File: src/rtl/irqcpu_pkg.sv
package irqcpu_pkg;
  localparam int ID_W      = 10;
  localparam int DATA_W    = 32;
  localparam int ADDR_W    = 2;
  localparam int SRC_W     = 3;
  localparam int SGI_COUNT = 16;
  localparam int MAX_ID    = 510;
  localparam logic [ID_W-1:0] SPURIOUS_ID = 10'd1023;

  typedef enum logic [ADDR_W-1:0] {
    SEL_CTRL  = 2'd0,
    SEL_PMASK = 2'd1,
    SEL_ACK   = 2'd2,
    SEL_DONE  = 2'd3
  } reg_sel_e;
endpackage

File: src/rtl/irqcpu_prio_select.sv
module irqcpu_prio_select
  import irqcpu_pkg::*;
#(
  parameter int NUM_IRQ = 64,
  parameter int PRIO_W  = 8
) (
  input  logic                      clk,
  input  logic                      rst_n,
  input  logic [NUM_IRQ-1:0]        elig_i,
  input  logic [NUM_IRQ*PRIO_W-1:0] prio_i,
  output logic                      best_vld_o,
  output logic [ID_W-1:0]           best_id_o,
  output logic [PRIO_W-1:0]         best_prio_o
);
  localparam int LVLS  = (NUM_IRQ > 1) ? $clog2(NUM_IRQ) : 1;
  localparam int LEAVES = 1 << LVLS;

  logic              nd_vld  [1:2*LEAVES-1];
  logic [PRIO_W-1:0] nd_prio [1:2*LEAVES-1];
  logic [ID_W-1:0]   nd_id   [1:2*LEAVES-1];

  for (genvar g = 0; g < LEAVES; g++) begin : g_leaf
    if (g < NUM_IRQ) begin : g_real
      assign nd_vld[LEAVES+g]  = elig_i[g];
      assign nd_prio[LEAVES+g] = prio_i[g*PRIO_W +: PRIO_W];
      assign nd_id[LEAVES+g]   = ID_W'(g);
    end else begin : g_pad
      assign nd_vld[LEAVES+g]  = 1'b0;
      assign nd_prio[LEAVES+g] = '1;
      assign nd_id[LEAVES+g]   = ID_W'(g);
    end
  end

  // Lower-index child wins ties, so equal priorities resolve to the lower ID.
  for (genvar n = 1; n < LEAVES; n++) begin : g_node
    logic take_left;
    assign take_left = nd_vld[2*n] &&
                       (!nd_vld[2*n+1] || (nd_prio[2*n] <= nd_prio[2*n+1]));
    assign nd_vld[n]  = nd_vld[2*n] | nd_vld[2*n+1];
    assign nd_prio[n] = take_left ? nd_prio[2*n] : nd_prio[2*n+1];
    assign nd_id[n]   = take_left ? nd_id[2*n]   : nd_id[2*n+1];
  end

  assign best_vld_o  = nd_vld[1];
  assign best_id_o   = nd_id[1];
  assign best_prio_o = nd_prio[1];

  // the winner is always one of the eligible sources.
  assert_winner_eligible_R4: assert property (@(posedge clk) disable iff (!rst_n)
    best_vld_o |-> (best_id_o < NUM_IRQ) && elig_i[best_id_o[LVLS-1:0]]);

  // a winner exists whenever any source is eligible.
  assert_winner_present_R3: assert property (@(posedge clk) disable iff (!rst_n)
    (|elig_i) |-> best_vld_o);
endmodule

File: src/rtl/irqcpu_active_track.sv
module irqcpu_active_track
  import irqcpu_pkg::*;
#(
  parameter int NUM_IRQ = 64
) (
  input  logic               clk,
  input  logic               rst_n,
  input  logic               set_vld_i,
  input  logic [ID_W-1:0]    set_id_i,
  input  logic               clr_vld_i,
  input  logic [ID_W-1:0]    clr_id_i,
  output logic [NUM_IRQ-1:0] active_o
);
  localparam int IDX_W = (NUM_IRQ > 1) ? $clog2(NUM_IRQ) : 1;

  logic [NUM_IRQ-1:0] active_q;
  logic               clr_hit;

  assign clr_hit = clr_vld_i && (clr_id_i < NUM_IRQ);

  always_ff @(posedge clk) begin
    if (!rst_n) begin
      active_q <= '0;
    end else begin
      if (clr_hit)   active_q[clr_id_i[IDX_W-1:0]] <= 1'b0;
      if (set_vld_i) active_q[set_id_i[IDX_W-1:0]] <= 1'b1;
    end
  end

  assign active_o = active_q;

  // a source is never granted while it is already active.
  assert_no_double_grant_R6: assert property (@(posedge clk) disable iff (!rst_n)
    set_vld_i |-> (set_id_i < NUM_IRQ) && !active_q[set_id_i[IDX_W-1:0]]);

  // a grant leaves the source active.
  assert_grant_marks_R6: assert property (@(posedge clk) disable iff (!rst_n)
    set_vld_i |=> active_q[$past(set_id_i[IDX_W-1:0])]);

  // a completion of an implemented ID leaves it inactive.
  assert_done_clears_R8: assert property (@(posedge clk) disable iff (!rst_n)
    (clr_hit && !set_vld_i) |=> !active_q[$past(clr_id_i[IDX_W-1:0])]);

  // an out-of-range completion with no grant leaves all state alone.
  assert_done_range_R8: assert property (@(posedge clk) disable iff (!rst_n)
    (clr_vld_i && !clr_hit && !set_vld_i) |=> $stable(active_q));
endmodule

File: src/rtl/irqcpu_regs.sv
module irqcpu_regs
  import irqcpu_pkg::*;
#(
  parameter int NUM_IRQ = 64,
  parameter int PRIO_W  = 8
) (
  input  logic                       clk,
  input  logic                       rst_n,
  input  logic                       cmd_valid,
  output logic                       cmd_ready,
  input  logic                       cmd_write,
  input  logic [ADDR_W-1:0]          cmd_addr,
  input  logic [DATA_W-1:0]          cmd_wdata,
  output logic                       rsp_valid,
  input  logic                       rsp_ready,
  output logic [DATA_W-1:0]          rsp_rdata,
  input  logic                       best_vld_i,
  input  logic [ID_W-1:0]            best_id_i,
  input  logic [SGI_COUNT*SRC_W-1:0] sgi_src_i,
  output logic                       enable_o,
  output logic [PRIO_W-1:0]          pmask_o,
  output logic                       grant_o,
  output logic                       done_vld_o,
  output logic [ID_W-1:0]            done_id_o,
  output logic                       ack_vld_o,
  output logic [ID_W-1:0]            ack_id_o
);
  logic              rsp_vld_q;
  logic [DATA_W-1:0] rsp_data_q;
  logic              enable_q;
  logic [PRIO_W-1:0] pmask_q;
  logic              ack_vld_q;
  logic [ID_W-1:0]   ack_id_q;

  logic              fire, rd_fire, wr_fire;
  reg_sel_e          sel;
  logic [SRC_W-1:0]  sender;
  logic [DATA_W-1:0] ack_word;
  logic [DATA_W-1:0] rd_word;
  logic              unused_wdata;

  assign cmd_ready = !rsp_vld_q || rsp_ready;
  assign fire      = cmd_valid && cmd_ready;
  assign rd_fire   = fire && !cmd_write;
  assign wr_fire   = fire && cmd_write;
  assign sel       = reg_sel_e'(cmd_addr);

  assign grant_o    = rd_fire && (sel == SEL_ACK) && enable_q && best_vld_i;
  assign done_vld_o = wr_fire && (sel == SEL_DONE);
  assign done_id_o  = cmd_wdata[ID_W-1:0];
  assign unused_wdata = ^cmd_wdata[DATA_W-1:ID_W];

  assign sender = (best_id_i < SGI_COUNT) ?
                  sgi_src_i[best_id_i[3:0]*SRC_W +: SRC_W] : '0;

  always_comb begin
    ack_word = DATA_W'(SPURIOUS_ID);
    if (enable_q && best_vld_i)
      ack_word = DATA_W'({sender, best_id_i});
  end

  always_comb begin
    unique case (sel)
      SEL_CTRL:  rd_word = DATA_W'(enable_q);
      SEL_PMASK: rd_word = DATA_W'(pmask_q);
      SEL_ACK:   rd_word = ack_word;
      default:   rd_word = '0;
    endcase
  end

  always_ff @(posedge clk) begin
    if (!rst_n) begin
      rsp_vld_q  <= 1'b0;
      rsp_data_q <= '0;
      enable_q   <= 1'b0;
      pmask_q    <= '0;
      ack_vld_q  <= 1'b0;
      ack_id_q   <= '0;
    end else begin
      if (rsp_vld_q && rsp_ready) rsp_vld_q <= 1'b0;
      if (rd_fire) begin
        rsp_vld_q  <= 1'b1;
        rsp_data_q <= rd_word;
      end
      if (wr_fire && sel == SEL_CTRL)  enable_q <= cmd_wdata[0];
      if (wr_fire && sel == SEL_PMASK) pmask_q  <= cmd_wdata[PRIO_W-1:0];
      ack_vld_q <= grant_o;
      if (grant_o) ack_id_q <= best_id_i;
    end
  end

  assign rsp_valid = rsp_vld_q;
  assign rsp_rdata = rsp_data_q;
  assign enable_o  = enable_q;
  assign pmask_o   = pmask_q;
  assign ack_vld_o = ack_vld_q;
  assign ack_id_o  = ack_id_q;

  // a waiting response keeps its data until it is taken.
  assert_rsp_hold_R9: assert property (@(posedge clk) disable iff (!rst_n)
    (rsp_vld_q && !rsp_ready) |=> rsp_vld_q && $stable(rsp_data_q));

  // the distributor pulse comes with the acknowledge response.
  assert_pulse_with_rsp_R6: assert property (@(posedge clk) disable iff (!rst_n)
    ack_vld_q |-> rsp_vld_q && (rsp_data_q[ID_W-1:0] == ack_id_q));

  // a reported ID never exceeds the largest valid ID.
  assert_id_limit_R4: assert property (@(posedge clk) disable iff (!rst_n)
    ack_vld_q |-> (ack_id_q <= MAX_ID));
endmodule

File: src/rtl/irq_cpu_port.sv
module irq_cpu_port
  import irqcpu_pkg::*;
#(
  parameter int NUM_IRQ = 64,
  parameter int PRIO_W  = 8
) (
  input  logic                       clk,
  input  logic                       rst_n,
  input  logic [NUM_IRQ-1:0]         pend_i,
  input  logic [NUM_IRQ*PRIO_W-1:0]  prio_i,
  input  logic [SGI_COUNT*SRC_W-1:0] sgi_src_i,
  input  logic                       cmd_valid,
  output logic                       cmd_ready,
  input  logic                       cmd_write,
  input  logic [ADDR_W-1:0]          cmd_addr,
  input  logic [DATA_W-1:0]          cmd_wdata,
  output logic                       rsp_valid,
  input  logic                       rsp_ready,
  output logic [DATA_W-1:0]          rsp_rdata,
  output logic                       irq_o,
  output logic                       ack_vld_o,
  output logic [ID_W-1:0]            ack_id_o
);
  logic [NUM_IRQ-1:0] active;
  logic [NUM_IRQ-1:0] elig;
  logic               best_vld;
  logic [ID_W-1:0]    best_id;
  logic [PRIO_W-1:0]  best_prio;
  logic               enable;
  logic [PRIO_W-1:0]  pmask;
  logic               grant;
  logic               done_vld;
  logic [ID_W-1:0]    done_id;

  for (genvar i = 0; i < NUM_IRQ; i++) begin : g_elig
    assign elig[i] = pend_i[i] && !active[i] &&
                     (prio_i[i*PRIO_W +: PRIO_W] < pmask);
  end

  irqcpu_prio_select #(.NUM_IRQ(NUM_IRQ), .PRIO_W(PRIO_W)) u_sel (
    .clk(clk), .rst_n(rst_n), .elig_i(elig), .prio_i(prio_i),
    .best_vld_o(best_vld), .best_id_o(best_id), .best_prio_o(best_prio)
  );

  irqcpu_active_track #(.NUM_IRQ(NUM_IRQ)) u_act (
    .clk(clk), .rst_n(rst_n),
    .set_vld_i(grant), .set_id_i(best_id),
    .clr_vld_i(done_vld), .clr_id_i(done_id),
    .active_o(active)
  );

  irqcpu_regs #(.NUM_IRQ(NUM_IRQ), .PRIO_W(PRIO_W)) u_regs (
    .clk(clk), .rst_n(rst_n),
    .cmd_valid(cmd_valid), .cmd_ready(cmd_ready), .cmd_write(cmd_write),
    .cmd_addr(cmd_addr), .cmd_wdata(cmd_wdata),
    .rsp_valid(rsp_valid), .rsp_ready(rsp_ready), .rsp_rdata(rsp_rdata),
    .best_vld_i(best_vld), .best_id_i(best_id), .sgi_src_i(sgi_src_i),
    .enable_o(enable), .pmask_o(pmask),
    .grant_o(grant), .done_vld_o(done_vld), .done_id_o(done_id),
    .ack_vld_o(ack_vld_o), .ack_id_o(ack_id_o)
  );

  assign irq_o = enable && best_vld;

  // any presented winner sits strictly below the mask.
  assert_mask_strict_R10: assert property (@(posedge clk) disable iff (!rst_n)
    best_vld |-> (best_prio < pmask));

  // an acknowledge read that grants nothing touches no active state.
  assert_spurious_quiet_R7: assert property (@(posedge clk) disable iff (!rst_n)
    (cmd_valid && cmd_ready && !cmd_write && cmd_addr == 2'd2 && !grant && !done_vld)
      |=> $stable(active) && !ack_vld_o);
endmodule

File: config.mk
export PLATFORM = sky130hd
export DESIGN_NAME = irq_cpu_port
export DESIGN_NICKNAME = d
export VERILOG_FILES = /design/src/rtl/irqcpu_pkg.sv /design/src/rtl/irqcpu_prio_select.sv /design/src/rtl/irqcpu_active_track.sv /design/src/rtl/irqcpu_regs.sv /design/src/rtl/irq_cpu_port.sv
export SDC_FILE = /design/constraint.sdc
export NUM_CORES = 2
export LEC_CHECK = 0
export CORE_MARGIN = 4
export CORE_UTILIZATION = 42
export CTS_BUF_LIST = sky130_fd_sc_hd__clkbuf_8
export DETAILED_ROUTE_END_ITERATION = 10
export PLACE_DENSITY = 0.77
export SLEW_MARGIN = 40
export SYNTH_ARGS = -nofsm -noshare
export SYNTH_HDL_FRONTEND = slang
export SYNTH_SLANG_ARGS = --single-unit
File: constraint.sdc
create_clock -name clk -period 23.4 [get_ports clk]
set_input_delay 4.68 -clock clk [delete_from_list [all_inputs] [get_ports clk]]
set_output_delay 4.68 -clock clk [all_outputs]
set_load 0.02 [all_outputs]
==> PnR_summary.wiki <==
{| class="wikitable"
! Metric !! Value
|-
| Final-report max-slew violation count || 0
|-
| Leakage component of the power || around 19 nW
|-
| Area share of the largest cell type after synthesis || 35.90%
|-
| Critical Path AT || 19.52 ns
|-
| CP max-delay cell || sky130_fd_sc_hd__a222oi_1
|-
| Highest fanout seen on the critical path || 21
|-
| Worst-case clock skew || around 0.03 ns
|-
| Hold_buf cts || 0
|-
| Critical path endpoint category || register
|-
| Areal power density over the cells || 69.99 mW/mm^2
|-
| Deepest level of the CTS H-tree || 3
|-
| Total global-route track usage || about 31%
|-
| Count of flip-flops with a built-in enable after synthesis || 0
|-
| Area taken by flip-flops and latches || ~0.0019 mm^2
|-
| Aggregate global routing overflow || 0
|-
| Resized cells post-CTS || 0
|-
| Initial core utilization || 42.62%
|-
| Most used flip-flop cell after synthesis || sky130_fd_sc_hd__dfxtp_1
|-
| Worst min-delay path class || reg2reg
|-
| Antenna violations before repair || 40
|-
| Wire length of the first global-routing pass || 203,500 um
|-
| Ranking of synthesized cells by area || sky130_fd_sc_hd__ha_1, sky130_fd_sc_hd__a21oi_1, sky130_fd_sc_hd__mux2i_1
|-
| Crit share post-route || 82.13%
|-
| Final WL || 138,100 um
|-
| Area of the multi-input gates || 0.02931 mm^2
|-
| Async SR Flop Fraction || 0%
|-
| Total Neg Setup Slack || 0 ns
|-
| Cell mode on critical path || sky130_fd_sc_hd__a21oi_1
|-
| Shortest clock period the worst path allows after layout || 19.22 ns
|-
| Number of setup violations in the final report || 0
|-
| CTS tree || built
|-
| Placed wire-length estimate || 115,800 um
|-
| Clock Latency Late Sink || 0.40 ns
|-
| Data required time of the critical path || 23.70 ns
|-
| Slowest stage delay, CP || 0.84 ns
|-
| Minimum hold slack || between 0.4 and 0.5 ns
|-
| Chip height || 289.1 um
|-
| RSZ-0062 raised after global routing || no
|-
| Cell area after technology mapping || 0.03318 mm^2
|-
| Synth Warn # || 0
|-
| Fill cell total of the finished layout || 7,353
|-
| Site row count || a little over 100
|-
| Result of the run || finished, final reports clean
|-
| Count of antenna-violating nets left after detailed routing || 0
|-
| Layout overhead on the synthesized area || 24.38%
|-
| Number of global-route vias before repair || 35,578
|-
| Post-CTS clock slew at the launch and capture registers of the worst setup and hold paths || 0.13 ns
|-
| Cell taking the most area after synthesis || sky130_fd_sc_hd__ha_1
|-
| Number of buffers inserted by post-CTS setup repair || 0
|-
| Max-Slew Margin vs Limit || around 34%
|-
| Root Buffer Master || sky130_fd_sc_hd__clkbuf_8
|-
| Mapped Cells || 4,377
|-
| Type of the setup path with the least slack || in2reg
|-
| Peak supply drop || 0.0001812 V
|-
| Count of TritonRoute iterations in the first routing pass || 6
|-
| Average wire per standard cell || 22.75 um
|-
| Total via count after detailed routing || 36,545
|-
| Die Footprint || 0.08356 mm^2
|-
| Layout cell share with drive strength beyond 1 || 4.749%
|-
| PortBufs || 663
|-
| Clk sink count || 93
|-
| Clk buf depth || 2
|-
| Routability Congestion || 0.9878
|-
| Count of distinct cell types in the synthesized netlist || 87
|-
| Via-to-Cell Ratio || 6.019
|-
| Iteration-0 DRC Markers || 2,643
|-
| Startpoint types || primary input
|-
| I/O pin count || 709
|-
| Drt drc || 0
|-
| Count of maximum capacitance violations || 0
|-
| Largest net degree at the start of global routing || 65
|-
| Worst Tran Pin Value || 0.9757 ns
|-
| Count of endpoints failing hold in the final timing report || 0
|-
| Max Clk Rate || about 0.052 GHz
|-
| Mapped Avg Cell Area || around 7.6 um^2
|-
| Die Wd || 289.1 um
|-
| Proportion of synthesized chip area in sequential cells || approximately 5.6%
|-
| Number of clock buffers inserted by TritonCTS || 9
|-
| Fin nets || between 6,000 and 7,000
|-
| Flop and latch count out of synthesis || a little over 90
|-
| Area of the core region || 0.07785 mm^2
|}
==> worst max-delay path: cells and delay by family <==
family / cells / cell delay, ns
buf+inv: 3 / 0.83
fa+ha+maj: 6 / 2.02
compound gates: 32 / 7.89
mux: 1 / 0.23
simple gates: 12 / 3.82
==> per-layer routing <==
metal,global-route usage (%),vias up,share of wire [%]
li1,-,17632,-
met1,39.24,17150,42
met5,0,-,0.020
met4,16.09,4,5.3
met2,51.60,1436,45
met3,5.256,323,7.8
==> cell usage in the layout (no fill, tap or decap), types with 46 or more instances in the layout <==
cell type and count:
sky130_fd_sc_hd__mux2_2 83, sky130_fd_sc_hd__o21ai_0 305, sky130_fd_sc_hd__nand2_1 298, sky130_fd_sc_hd__nor2_1 375
sky130_fd_sc_hd__inv_1 428, sky130_fd_sc_hd__mux2i_1 202, sky130_fd_sc_hd__a21o_1 65, sky130_fd_sc_hd__nand3_1 46
sky130_fd_sc_hd__nor2b_1 94, sky130_fd_sc_hd__o21a_1 59, sky130_fd_sc_hd__a211oi_1 114, sky130_fd_sc_hd__nand4_1 157
sky130_fd_sc_hd__ha_1 952, sky130_fd_sc_hd__o211ai_1 114, sky130_fd_sc_hd__clkdlybuf4s50_1 663, sky130_fd_sc_hd__dfxtp_1 92
sky130_fd_sc_hd__a21oi_1 428
==> flip-flops by register name (all words and copies together) (netlist names) <==
register	flops
u_act.active_o	64
u_regs.rsp_rdata	12
u_regs.pmask_o	8
u_regs.ack_id_o	6
u_regs.ack_vld_o	1
u_regs.enable_o	1
u_regs.rsp_valid	1
==> final timing paths <==
path	start	to	slack, ns	depth (start not counted)
worst min register to register	u_regs.ack_id_o[3]	u_regs.ack_id_o[3]	0.47	2
worst min-delay path	u_regs.ack_id_o[3]	u_regs.ack_id_o[3]	0.47	2
worst max-delay path	prio_i[431]	u_act.active_o[31]	4.18	54
worst max register to register	u_regs.pmask_o[2]	u_act.active_o[31]	7.49	56
==> cell families after synthesis <==
logic type                 after synthesis  share of synthesized area (%)
AOI/OAI and AO/OA                     1374                          26.54
adders and majority gates              952                          35.90
buffers and inverters                  555                          6.776
DFF                                     93                          5.611
muxes                                  287                          8.978
other                                    1                        0.01130
and+or+nand+nor                       1115                          16.19
==> per-stage QoR <==
step                power (mW)  instances  setup WS, ns  cell area [um^2]  util (%)
detailed placement       2.705       6013         3.956             40950     52.61
CTS                      2.837       6029         4.339             41140     52.85
global route             3.088       6062         3.304             41250     52.98
global placement         2.615       6011         3.249             40820     52.43
finish                   2.889       6072         4.182             41270     53.02
floorplan                1.732       4399         7.100             33260         -
==> Yosys cell counts, drive strengths merged (63+ instances only) <==
library cell and n:
nand4 161, o211ai 115, mux2 85, nor2b 94, a211oi 114, o21ai 325
a21oi 431, clkbuf 63, inv 437, nand2 298, a21o 65, dfxtp 93
mux2i 202, ha 952, nor2 382
==> final cells by class <==
class	count	share of cell area, %
multi-input cells	3751	71.01
repair buffers	693	16.62
flip-flops and latches	93	4.514
inverters	437	3.996
well taps	1040	3.153
clock buffers	9	0.3001
diodes	42	0.2547
clock inverters	7	0.1576
==> where the power goes <==
| group | total [mW] | switching (mW) | internal [mW] |
|---|---|---|---|
| Clock | 0.119 | 0.0769 | 0.0417 |
| Combinational | 2.61 | 1.75 | 0.861 |
| Sequential | 0.162 | 0.00167 | 0.160 |
Note: power is estimated with default switching activity, not from simulation.
